<file path="src/rtl/sata_lidle_pkg.sv">
package sata_lidle_pkg;
  localparam int NUM_ST = 6;
  localparam int ST_W   = NUM_ST;

  typedef enum logic [ST_W-1:0] {
    ST_NRDY = 6'b000001,
    ST_IDLE = 6'b000010,
    ST_GTX  = 6'b000100,
    ST_GRX  = 6'b001000,
    ST_PMRQ = 6'b010000,
    ST_PMON = 6'b100000
  } lidle_st_e;
endpackage

</file>
<file path="src/rtl/sata_lidle_rdy_edge.sv">
module sata_lidle_rdy_edge #(
  parameter int STAGES = 2
) (
  input  logic clk_i,
  input  logic rst_ni,
  input  logic rdy_i,
  output logic rdy_q_o,
  output logic rise_o,
  output logic fall_o
);
  logic [STAGES-1:0] sh_q;

  always_ff @(posedge clk_i or negedge rst_ni) begin
    if (!rst_ni) sh_q <= '0;
    else         sh_q <= {sh_q[STAGES-2:0], rdy_i};
  end

  assign rdy_q_o = sh_q[0];
  assign rise_o  = sh_q[0] & ~sh_q[1];
  assign fall_o  = ~sh_q[0] & sh_q[1];

  p_rise_pulse_r2: assert property (@(posedge clk_i) disable iff (!rst_ni)
    rise_o |=> !rise_o);
  p_fall_pulse_r9: assert property (@(posedge clk_i) disable iff (!rst_ni)
    fall_o |=> !fall_o);
endmodule

</file>
<file path="src/rtl/sata_lidle_pm_gate.sv">
module sata_lidle_pm_gate #(
  parameter int N_SRC = 2
) (
  input  logic             en_i,
  input  logic [N_SRC-1:0] req_i,
  output logic             valid_o
);
  // enable gates every source
  assign valid_o = en_i & (|req_i);
endmodule

</file>
<file path="src/rtl/sata_lidle_fsm.sv">
module sata_lidle_fsm
  import sata_lidle_pkg::*;
(
  input  logic            clk_i,
  input  logic            rst_ni,
  input  logic            rdy_i,
  input  logic            tx_req_i,
  input  logic            rx_req_i,
  input  logic            tx_done_i,
  input  logic            rx_done_i,
  input  logic            pm_valid_i,
  input  logic            pm_ack_i,
  input  logic            pm_done_i,
  output logic [ST_W-1:0] st_o
);
  lidle_st_e st_q, st_d;

  always_comb begin
    st_d = st_q;
    if (!rdy_i) st_d = ST_NRDY;
    else begin
      case (st_q)
        ST_NRDY: st_d = ST_IDLE;
        ST_IDLE: begin
          if (rx_req_i)        st_d = ST_GRX;  // host yields
          else if (tx_req_i)   st_d = ST_GTX;
          else if (pm_valid_i) st_d = ST_PMRQ;
        end
        ST_GTX:  if (tx_done_i) st_d = ST_IDLE;
        ST_GRX:  if (rx_done_i) st_d = ST_IDLE;
        ST_PMRQ: if (pm_ack_i)  st_d = ST_PMON;
        ST_PMON: if (pm_done_i) st_d = ST_IDLE;
        default: st_d = ST_NRDY;
      endcase
    end
  end

  always_ff @(posedge clk_i or negedge rst_ni) begin
    if (!rst_ni) st_q <= ST_NRDY;
    else         st_q <= st_d;
  end

  assign st_o = st_q;

  p_onehot_r10: assert property (@(posedge clk_i) disable iff (!rst_ni)
    $countones(st_q) == 1);
  p_host_yields_r4: assert property (@(posedge clk_i) disable iff (!rst_ni)
    (st_q == ST_IDLE && rdy_i && rx_req_i) |=> st_q == ST_GRX);
  p_tx_grant_r3: assert property (@(posedge clk_i) disable iff (!rst_ni)
    (st_q == ST_IDLE && rdy_i && tx_req_i && !rx_req_i) |=> st_q == ST_GTX);
  p_rx_hold_r5: assert property (@(posedge clk_i) disable iff (!rst_ni)
    (st_q == ST_GRX && rdy_i && !rx_done_i) |=> st_q == ST_GRX);
  p_pm_gated_r7: assert property (@(posedge clk_i) disable iff (!rst_ni)
    (st_q == ST_IDLE && !pm_valid_i) |=> st_q != ST_PMRQ);
  p_unready_r9: assert property (@(posedge clk_i) disable iff (!rst_ni)
    !rdy_i |=> st_q == ST_NRDY);
endmodule

</file>
<file path="src/rtl/sata_link_idle_arb.sv">
module sata_link_idle_arb
  import sata_lidle_pkg::*;
(
  input  logic            clk_i,
  input  logic            rst_ni,
  input  logic            phy_rdy_i,
  input  logic            tx_req_i,
  input  logic            rx_req_i,
  input  logic            tx_done_i,
  input  logic            rx_done_i,
  input  logic            pm_en_i,
  input  logic            pm_req_tl_i,
  input  logic            pm_req_pc_i,
  input  logic            pm_ack_i,
  input  logic            pm_done_i,
  output logic            tx_start_o,
  output logic            rx_start_o,
  output logic            pm_req_o,
  output logic            rdy_rise_o,
  output logic            rdy_fall_o,
  output logic [ST_W-1:0] state_o
);
  logic rdy_q, pm_valid;
  logic [ST_W-1:0] st;

  sata_lidle_rdy_edge #(.STAGES(2)) u_edge (
    .clk_i(clk_i), .rst_ni(rst_ni), .rdy_i(phy_rdy_i),
    .rdy_q_o(rdy_q), .rise_o(rdy_rise_o), .fall_o(rdy_fall_o)
  );

  sata_lidle_pm_gate #(.N_SRC(2)) u_pm (
    .en_i(pm_en_i), .req_i({pm_req_pc_i, pm_req_tl_i}), .valid_o(pm_valid)
  );

  sata_lidle_fsm u_fsm (
    .clk_i(clk_i), .rst_ni(rst_ni), .rdy_i(rdy_q),
    .tx_req_i(tx_req_i), .rx_req_i(rx_req_i),
    .tx_done_i(tx_done_i), .rx_done_i(rx_done_i),
    .pm_valid_i(pm_valid), .pm_ack_i(pm_ack_i), .pm_done_i(pm_done_i),
    .st_o(st)
  );

  assign state_o    = st;
  assign tx_start_o = (st == ST_GTX);
  assign rx_start_o = (st == ST_GRX);
  assign pm_req_o   = (st == ST_PMRQ);

  p_excl_grant_r4: assert property (@(posedge clk_i) disable iff (!rst_ni)
    $countones({tx_start_o, rx_start_o, pm_req_o}) <= 1);
endmodule

</file>
<file path="config.mk">
export PLATFORM = sky130hd
export DESIGN_NAME = sata_link_idle_arb
export DESIGN_NICKNAME = d
export VERILOG_FILES = /design/src/rtl/sata_lidle_pkg.sv /design/src/rtl/sata_lidle_rdy_edge.sv /design/src/rtl/sata_lidle_pm_gate.sv /design/src/rtl/sata_lidle_fsm.sv /design/src/rtl/sata_link_idle_arb.sv
export SDC_FILE = /design/constraint.sdc
export NUM_CORES = 1
export LEC_CHECK = 0
export CAP_MARGIN = 20
export CORE_AREA = 10 10 47 49
export CTS_BUF_LIST = sky130_fd_sc_hd__clkbuf_4
export DETAILED_ROUTE_END_ITERATION = 6
export DIE_AREA = 0 0 57 59
export GPL_TIMING_DRIVEN = 0
export PLACE_DENSITY = 0.82
export REMOVE_ABC_BUFFERS = 1
export SLEW_MARGIN = 5
export SYNTH_ARGS = -nofsm -noshare
export SYNTH_HDL_FRONTEND = slang
export SYNTH_SLANG_ARGS = --single-unit
</file>
<file path="constraint.sdc">
create_clock -name clk_i -period 2.9 [get_ports clk_i]
set_clock_uncertainty 0.1 [all_clocks]
set_input_delay 0.58 -clock clk_i [delete_from_list [all_inputs] [get_ports clk_i]]
set_output_delay 0.58 -clock clk_i [all_outputs]
set_load 0.01 [all_outputs]
</file>
# After elaboration in Yosys (flattened, before gate mapping)
# Index checks and enable logic that the tools add are counted.
# Widths: inputs -> output; s select.
dict set report totals {
  elab_cells 29
  regBits 8
  inputBits 12
  output_inout_bits 11
}
dict set report classes {
  n_bitwise 5
  mux 9
  eq_ne 11
  n_reduce_logical 2
}
# operator n
set ops {}
lappend ops {{$mux 6} 8}
lappend ops {{$pmux 6 s6} 1}
lappend ops {{$ne 3x3->1 const B} 4}
lappend ops {{$eq 6x1->1 const B} 1}
lappend ops {{$eq 6x2->1 const B} 1}
lappend ops {{$eq 6x3->1 const B} 1}
lappend ops {{$eq 6x4->1 const B} 1}
lappend ops {{$eq 6x5->1 const B} 1}
lappend ops {{$eq 6x6->1 const B} 1}
lappend ops {{$ne 5x5->1 const B} 1}
lappend ops {{$reduce_and 5->1} 1}
lappend ops {{$and 1x1->1} 3}
lappend ops {{$not 1->1} 2}
lappend ops {{$reduce_or 2->1} 1}

# Longest topological paths before layout
# Gate-level depths: netlist of run 1.
dict set report logic_depth {
  ltp_word 7
  mapped_depth 5
  depth_no_buf 4
}

# Modules after synthesis
# A second synthesis of run 1 with hierarchy kept.
dict set report hier_totals {
  cells_unflattened 43
  hier_area_um2 480.5
}
# mod area_each_um2 seq_area_each_um2 cells_per_inst instances
set modules_own_cells {}
lappend modules_own_cells {sata_lidle_fsm 356.6 151.4 33 1}
lappend modules_own_cells {sata_lidle_rdy_edge 65.1 50.0 4 1}
lappend modules_own_cells {sata_link_idle_arb 51.3 0.0 5 1}
lappend modules_own_cells {sata_lidle_pm_gate 7.5 0.0 1 1}

# Least setup slack after synthesis of run 1
# No wires, ideal clock.
dict set report synth_timing {
  kind {register -> output}
  startpoint {register u_fsm.st_q[4] (netlist: u_fsm.st_o[4])}
  endpoint {output rx_start_o}
  path_stages_with_launch 4
  arrival_time_ns 1.224
  required_ns 2.220
  path_slack_ns 0.996
  cell_sequence {dfrtp_1 -> buf_6 -> or4_4 -> nor2_1}
}
dict set report synth_between {
  elab_chain_cells 1
}
# item line
set synth_lines {}
lappend synth_lines {{start: declaration} sata_lidle_fsm.sv:16} ;# lidle_st_e st_q, st_d;
lappend synth_lines {{start signal: assignment} sata_lidle_fsm.sv:40} ;# else st_q <= st_d;
lappend synth_lines {{$eq 6x4->1} sata_link_idle_arb.sv:45} ;# assign rx_start_o = (st == ST_GRX);
lappend synth_lines {{end: declaration} sata_link_idle_arb.sv:17} ;# output logic rx_start_o,
# No other way between the ends.

# Final worst setup path of run 1
dict set report layout_timing {
  startpoint {register u_fsm.st_q[1] (netlist: u_fsm.st_o[1])}
  endpoint {output rx_start_o}
}
# The elaborated chain is that of the path after synthesis.

==> impl_metrics.yaml, run 1 <==
critical_path:
  path_cells: "or4_4 > nor2_1 > clkdlybuf4s50_1"
  worst-setup-path-type: "flip-flop to output pin"
  critical_path.max_stage_delay_ns: 0.59
  r2r_end: "u_fsm.st_o[5]$_DFFE_PN0P_"
  cp-end-kind: "output pin"
  crit_path_start_kind: "flip-flop"
  critical_path.slowest_cell: "or4_4"
  worstPathMaxFanout: 8
  crit_arrival_ns: 1.98
  reg2reg_slack_ns: 1.05
  worst-path-buf-inv: 1
  cp.required_ns: 2.22
  reg2reg_depth: 4
  path_delay_family: "simple AND/OR/NAND/NOR gates"
  reg2reg_from: "u_fsm.st_o[3]$_DFFE_PN0P_"
clock_tree:
  cts_hold_buffers: 0
  clk_path_buf_depth: 2
  cts.reportedPaths.clkPinSlew_ns: 0.06
  cts_resized: 0
  post-cts-setup-buffer-count: 0
  cts-root-buf: "clkbuf_4"
  clk_latency_ns: 0.26
  cts_tree: "built"
  cts_buffers: 3
  htreeDepth: 1
  clock-sinks: 8
grt:
  grt_usage_pct: 8.49
  grt_antenna_before_repair: 0
  grt_max_degree: 12
  grt_pass1_vias: 569
  grt_first_pass_wirelength_mm: 2.39
  grt_overflow: 0
power_and_ir_drop:
  power_density_nw_per_um2: 427
  p_clk_share_pct: 30.8
  leakage_uw: 0.000313
  power_switching_uw: 94.9
  pwr-share-comb_pct: 27.6
  ir_drop_v: 0.000205
  power.sequential.fraction_pct: 41.6
  swShare_pct: 28.4
  internal_power_uw: 239
min_path:
  hp-start: "u_edge.sh_q[0]$_DFF_PN0_"
  holdPathEnd: "u_edge.sh_q[1]$_DFF_PN0_"
  hp-class: "flip-flop to flip-flop"
  worstHoldPathCells: 0
drt:
  num_vias: 531
  drt_iter0_markers: 8
  routedWlPerCell_um: 15.1
  wl_mm: 1.47
  ant_nets: 0
  vias_per_cell: 5.47
  drc_errors: 0
  dr.pass1.iters: 4
die:
  die_area_um2: 3360
  rows: 14
  core_area_um2: 1400
  dieHeight_um: 59
  fp.dieW_um: 57
  start_util_pct: 37.9
  ios: 23
logic_synthesis:
  syn_inst: 58
  ys_ff_latch: 8
  synth_enable_flop_cells: 0
  synth-compound-area-share_pct: 20.0
  synth.area.mux_share_pct: 0
  async_reset_ff_share_pct: 100
  synthAdderAreaFrac_pct: 0
  synth.area.top_cells: "dfrtp_1 (33%), nor3b_1 (8.5%), dfstp_2 (5.0%)"
  synth_common_cells: "dfrtp_1 (7), nor3b_1 (6), or3_1 (4)"
  synth-simple-area-share_pct: 34.7
  synth_most_common_cell: "dfrtp_1"
  synth_top_flop_cell: "dfrtp_1"
  synth_top_cell_by_area: "dfrtp_1"
  ys_types: 31
  synth_top_family_by_area: "simple AND/OR/NAND/NOR gates"
  synth_top_area_share_pct: 33.0
  ys_seq_area_share_pct: 38.0
  yosys_warnings: 0
  postSynthAreaPerCell_um2: 9.15
  synth_area_um2: 531
  synth_xor_area_share_pct: 1.65
sta:
  setup_ws_ns: 0.241
  fin_crit_ns: 2.66
  fmax_mhz: 376
  final.setup.tns_ns: 0
  max_slew.worst_pin.slew_ns: 0.688
  min_period_over_period_pct: 91.7
  setup_viol: 0
  final_max_slew_viol_count: 0
  finalHoldViolCount: 0
  max_slew_margin_pct: 53.8
  grt_setup_unrepaired: "no"
place:
  pre_cts_ws_ns: 0.507
  gp_congestion: 0.824
  dp_hpwl_mm: 1.15
  io_buffers: 22
cells_and_area:
  num_antenna_cells: 0
  drive_gt1_share_pct: 7.41
  nNetsFinal: 94
  syn_to_final_growth_pct: 47.4
flow_run:
  max_cap_violations: 0
status:
  status: "finished, final reports clean"
## metal layers
metal | global-route usage, % | routed length, um | vias to the layer above
li1 | - | - | 267
met1 | 9.08 | 630 | 244
met2 | 13.2 | 658 | 18
met3 | 4.94 | 159 | 2
met4 | 4.03 | 18 | 0
met5 | 0 | 0 | -
## state kept, by name, indices dropped and copies added (netlist names)
register / count
u_edge.sh_q: 2
u_fsm.st_o: 6
## power by group through the flow
stage | Clock [uW] | Combinational, uW | Sequential [uW]
2_1_floorplan | 0 | 46.4 | 140
3_3_place_gp | 0 | 90.8 | 140
3_5_place_dp | 0 | 92.6 | 140
4_1_cts | 104 | 93.1 | 138
5_1_grt | 109 | 99.0 | 141
6_report | 103 | 92.1 | 139
## cells by family after synthesis
logic type,after synthesis
and+or+nand+nor,29
AOI/OAI and AO/OA,14
DFF,8
buffers and inverters,6
xor gates and xnor gates,1
## stage by stage
stage / utilization [%] / area (um2) / total power [uW] / instances / hold slack (ns)
after floorplan: - / 512 / 186 / 55 / 0.184
after global placement: 53.7 / 752 / 231 / 93 / 0.459
after detailed placement: 53.7 / 752 / 233 / 93 / 0.468
after CTS: 55.8 / 782 / 336 / 97 / 0.471
after global routing: 55.8 / 782 / 349 / 97 / 0.507
final: 55.8 / 782 / 334 / 97 / 0.483
## worst max path at each step
stage,start,slack [ns],cells past startpoint,endpoint
2_1_floorplan,u_fsm.st_o[3]$_DFFE_PN0P_,1.00,2,pm_req_o
3_3_place_gp,u_fsm.st_o[1]$_DFFE_PN0P_,0.51,3,tx_start_o
3_5_place_dp,u_fsm.st_o[1]$_DFFE_PN0P_,0.51,3,rx_start_o
4_1_cts,u_fsm.st_o[1]$_DFFE_PN0P_,0.23,3,tx_start_o
5_1_grt,u_fsm.st_o[3]$_DFFE_PN0P_,0.13,3,pm_req_o
6_report,u_fsm.st_o[1]$_DFFE_PN0P_,0.24,3,rx_start_o
## layout make-up
cell class	instances	area, um2
clock buffer	4	30.0
fill	139	619
inverter	3	11.3
multi-input combinational	44	299
sequential	8	201
tap	16	20.0
timing repair buffer	22	220
## placed cells by master, fill, tap and decap left out, types with 2 or more instances in the layout
| master | count |
|---|---|
| nor2b_1 | 2 |
| a21boi_1 | 2 |
| nor3b_1 | 6 |
| nand2_1 | 2 |
| o211ai_1 | 2 |
| inv_1 | 3 |
| nand2b_1 | 2 |
| or3_1 | 4 |
| dfrtp_1 | 7 |
| nor2_1 | 2 |
| clkbuf_4 | 4 |
| nand3_1 | 3 |
| o21ai_0 | 2 |
| clkdlybuf4s50_1 | 22 |
| nor4_1 | 2 |
No activity file was read; power rests on OpenSTA's default activity.
==> inputs of run 2 (changes only) <==
Settings changed: CTS_CLUSTER_SIZE from default to 20.
==> results of run 2 <==
No change in the layout: final DEF, timing and power equal those of run 1.
==> inputs of run 3 (changes only) <==
Settings changed: CORE_AREA 10 10 47 49 to 2 2 39 41, DIE_AREA 0 0 57 59 to 0 0 41 43.
==> impl_metrics.yaml, run 3 (synthesized netlist as in run 1, its figures left out) <==
critical_path:
  cp-startpoint: "u_fsm.st_o[3]$_DFFE_PN0P_"
  worst-setup-path-type: "flip-flop to output pin"
  reg2reg_slack_ns: 1.00
  crit_path_end: "pm_req_o"
  r2r_end: "u_fsm.st_o[5]$_DFFE_PN0P_"
  path_depth: 3
  cp.required_ns: 2.22
  worstPathMaxFanout: 8
  crit_path_start_kind: "flip-flop"
  critical_path.slowest_cell: "clkdlybuf4s50_1"
  worst-path-buf-inv: 1
  cp-end-kind: "output pin"
  reg2reg_depth: 4
  crit_arrival_ns: 2.03
  critical_path.max_stage_delay_ns: 0.61
  reg2reg_from: "u_fsm.st_o[3]$_DFFE_PN0P_"
  path_cells: "or3_1 > nor4_1 > clkdlybuf4s50_1"
  path_delay_family: "simple AND/OR/NAND/NOR gates"
clock_tree:
  clk_path_buf_depth: 2
  cts_buffers: 3
  cts-root-buf: "clkbuf_4"
  cts.reportedPaths.clkPinSlew_ns: 0.06
  cts_hold_buffers: 0
  htreeDepth: 1
  clk_latency_ns: 0.26
  post-cts-setup-buffer-count: 0
  cts_tree: "built"
  cts_resized: 0
  clock-sinks: 8
place:
  io_buffers: 22
  gp_congestion: 0.800
  dp_hpwl_um: 989
status:
  status: "finished, final reports clean"
grt:
  grt_first_pass_wirelength_mm: 2.17
  grt_max_degree: 12
  grt_overflow: 0
  grt_usage_pct: 18.4
  grt_antenna_before_repair: 0
  grt_pass1_vias: 496
drt:
  wl_mm: 1.32
  dr.pass1.iters: 4
  ant_nets: 0
  num_vias: 569
  drt_iter0_markers: 18
  drc_errors: 0
  vias_per_cell: 5.87
  routedWlPerCell_um: 13.6
power_and_ir_drop:
  ir_drop_v: 0.000205
  power_density_nw_per_um2: 429
  leakage_uw: 0.000313
min_path:
  hp-class: "flip-flop to flip-flop"
  worstHoldPathCells: 0
sta:
  max_slew.worst_pin.slew_ns: 0.705
  fmax_mhz: 370
  final.setup.tns_ns: 0
  setup_viol: 0
  min_period_over_period_pct: 93.3
  grt_setup_unrepaired: "no"
  max_slew_margin_pct: 52.6
  finalHoldViolCount: 0
  final_max_slew_viol_count: 0
  fin_crit_ns: 2.71
cells_and_area:
  num_antenna_cells: 0
  utilization_pct: 56.5
  final_common_cell: "clkdlybuf4s50_1"
  layout_common_cells: "clkdlybuf4s50_1 (22), dfrtp_1 (7), nor3b_1 (6)"
  drive_gt1_share_pct: 7.41
  n_fill_cell: 133
  syn_to_final_growth_pct: 47.4
  nNetsFinal: 94
  largest_register_ffs: 6
die:
  ios: 23
  rows: 14
  fp.dieW_um: 41
  dieHeight_um: 43
  core_area_um2: 1380
  start_util_pct: 38.3
  die_area_um2: 1760
flow_run:
  max_cap_violations: 0
==> run 3: cell counts in the layout (fill, tap and decap cells not counted) <==
Identical to the previous run, type by type.
==> run 3: stage by stage <==
step	instance area (um2)	std cells	setup slack, ns	total power [uW]	hold slack (ns)
final	782	97	0.195	336	0.474
after floorplan	512	55	1.00	186	0.184
after global routing	782	97	0.122	361	0.490
after global placement	752	93	0.512	230	0.456
after detailed placement	752	93	0.511	232	0.460
after CTS	782	97	0.208	339	0.470
==> run 3: how the worst min path moves through the flow <==
stage                                   from                  endpoint
finish              u_edge.sh_q[0]$_DFF_PN0_  u_edge.sh_q[1]$_DFF_PN0_
global route        u_edge.sh_q[0]$_DFF_PN0_  u_edge.sh_q[1]$_DFF_PN0_
CTS                 u_edge.sh_q[0]$_DFF_PN0_  u_edge.sh_q[1]$_DFF_PN0_
detailed placement  u_edge.sh_q[0]$_DFF_PN0_  u_edge.sh_q[1]$_DFF_PN0_
global placement    u_edge.sh_q[0]$_DFF_PN0_  u_edge.sh_q[1]$_DFF_PN0_
floorplan                             rst_ni  u_edge.sh_q[0]$_DFF_PN0_
==> run 3: worst register-to-register path, cell delays in order (launching register included) <==
cell	delay, ns
dfrtp_1	0.46
nor3_1	0.62
o211ai_1	0.21
and4_1	0.26
a21o_1	0.15
==> run 3: routing by layer <==
metal  vias up  wire, um  track usage (%)  part of all wire, %
met5         -         0                0                    0
met4         0        24             10.0                  1.8
li1        266         -                -                    -
met2        26       643             27.8                   49
met1       273       550             21.3                   42
met3         4       105             6.81                  7.9
==> run 3: power breakdown <==
part	switching, uW	internal (uW)	leakage [uW]
clock	42.4	62.3	0.0000184
sequential	16.6	122	0.000102
combinational	37.7	54.4	0.000192
total	96.7	239	0.000313
==> run 3: layout make-up <==
cell class	count	area [um2]	share of cell area, %
clock buffers	4	30.0	3.84
well taps	16	20.0	2.56
inverters	3	11.3	1.44
multi-input cells	44	299	38.2
flip-flops and latches	8	201	25.8
repair buffers	22	220	28.2
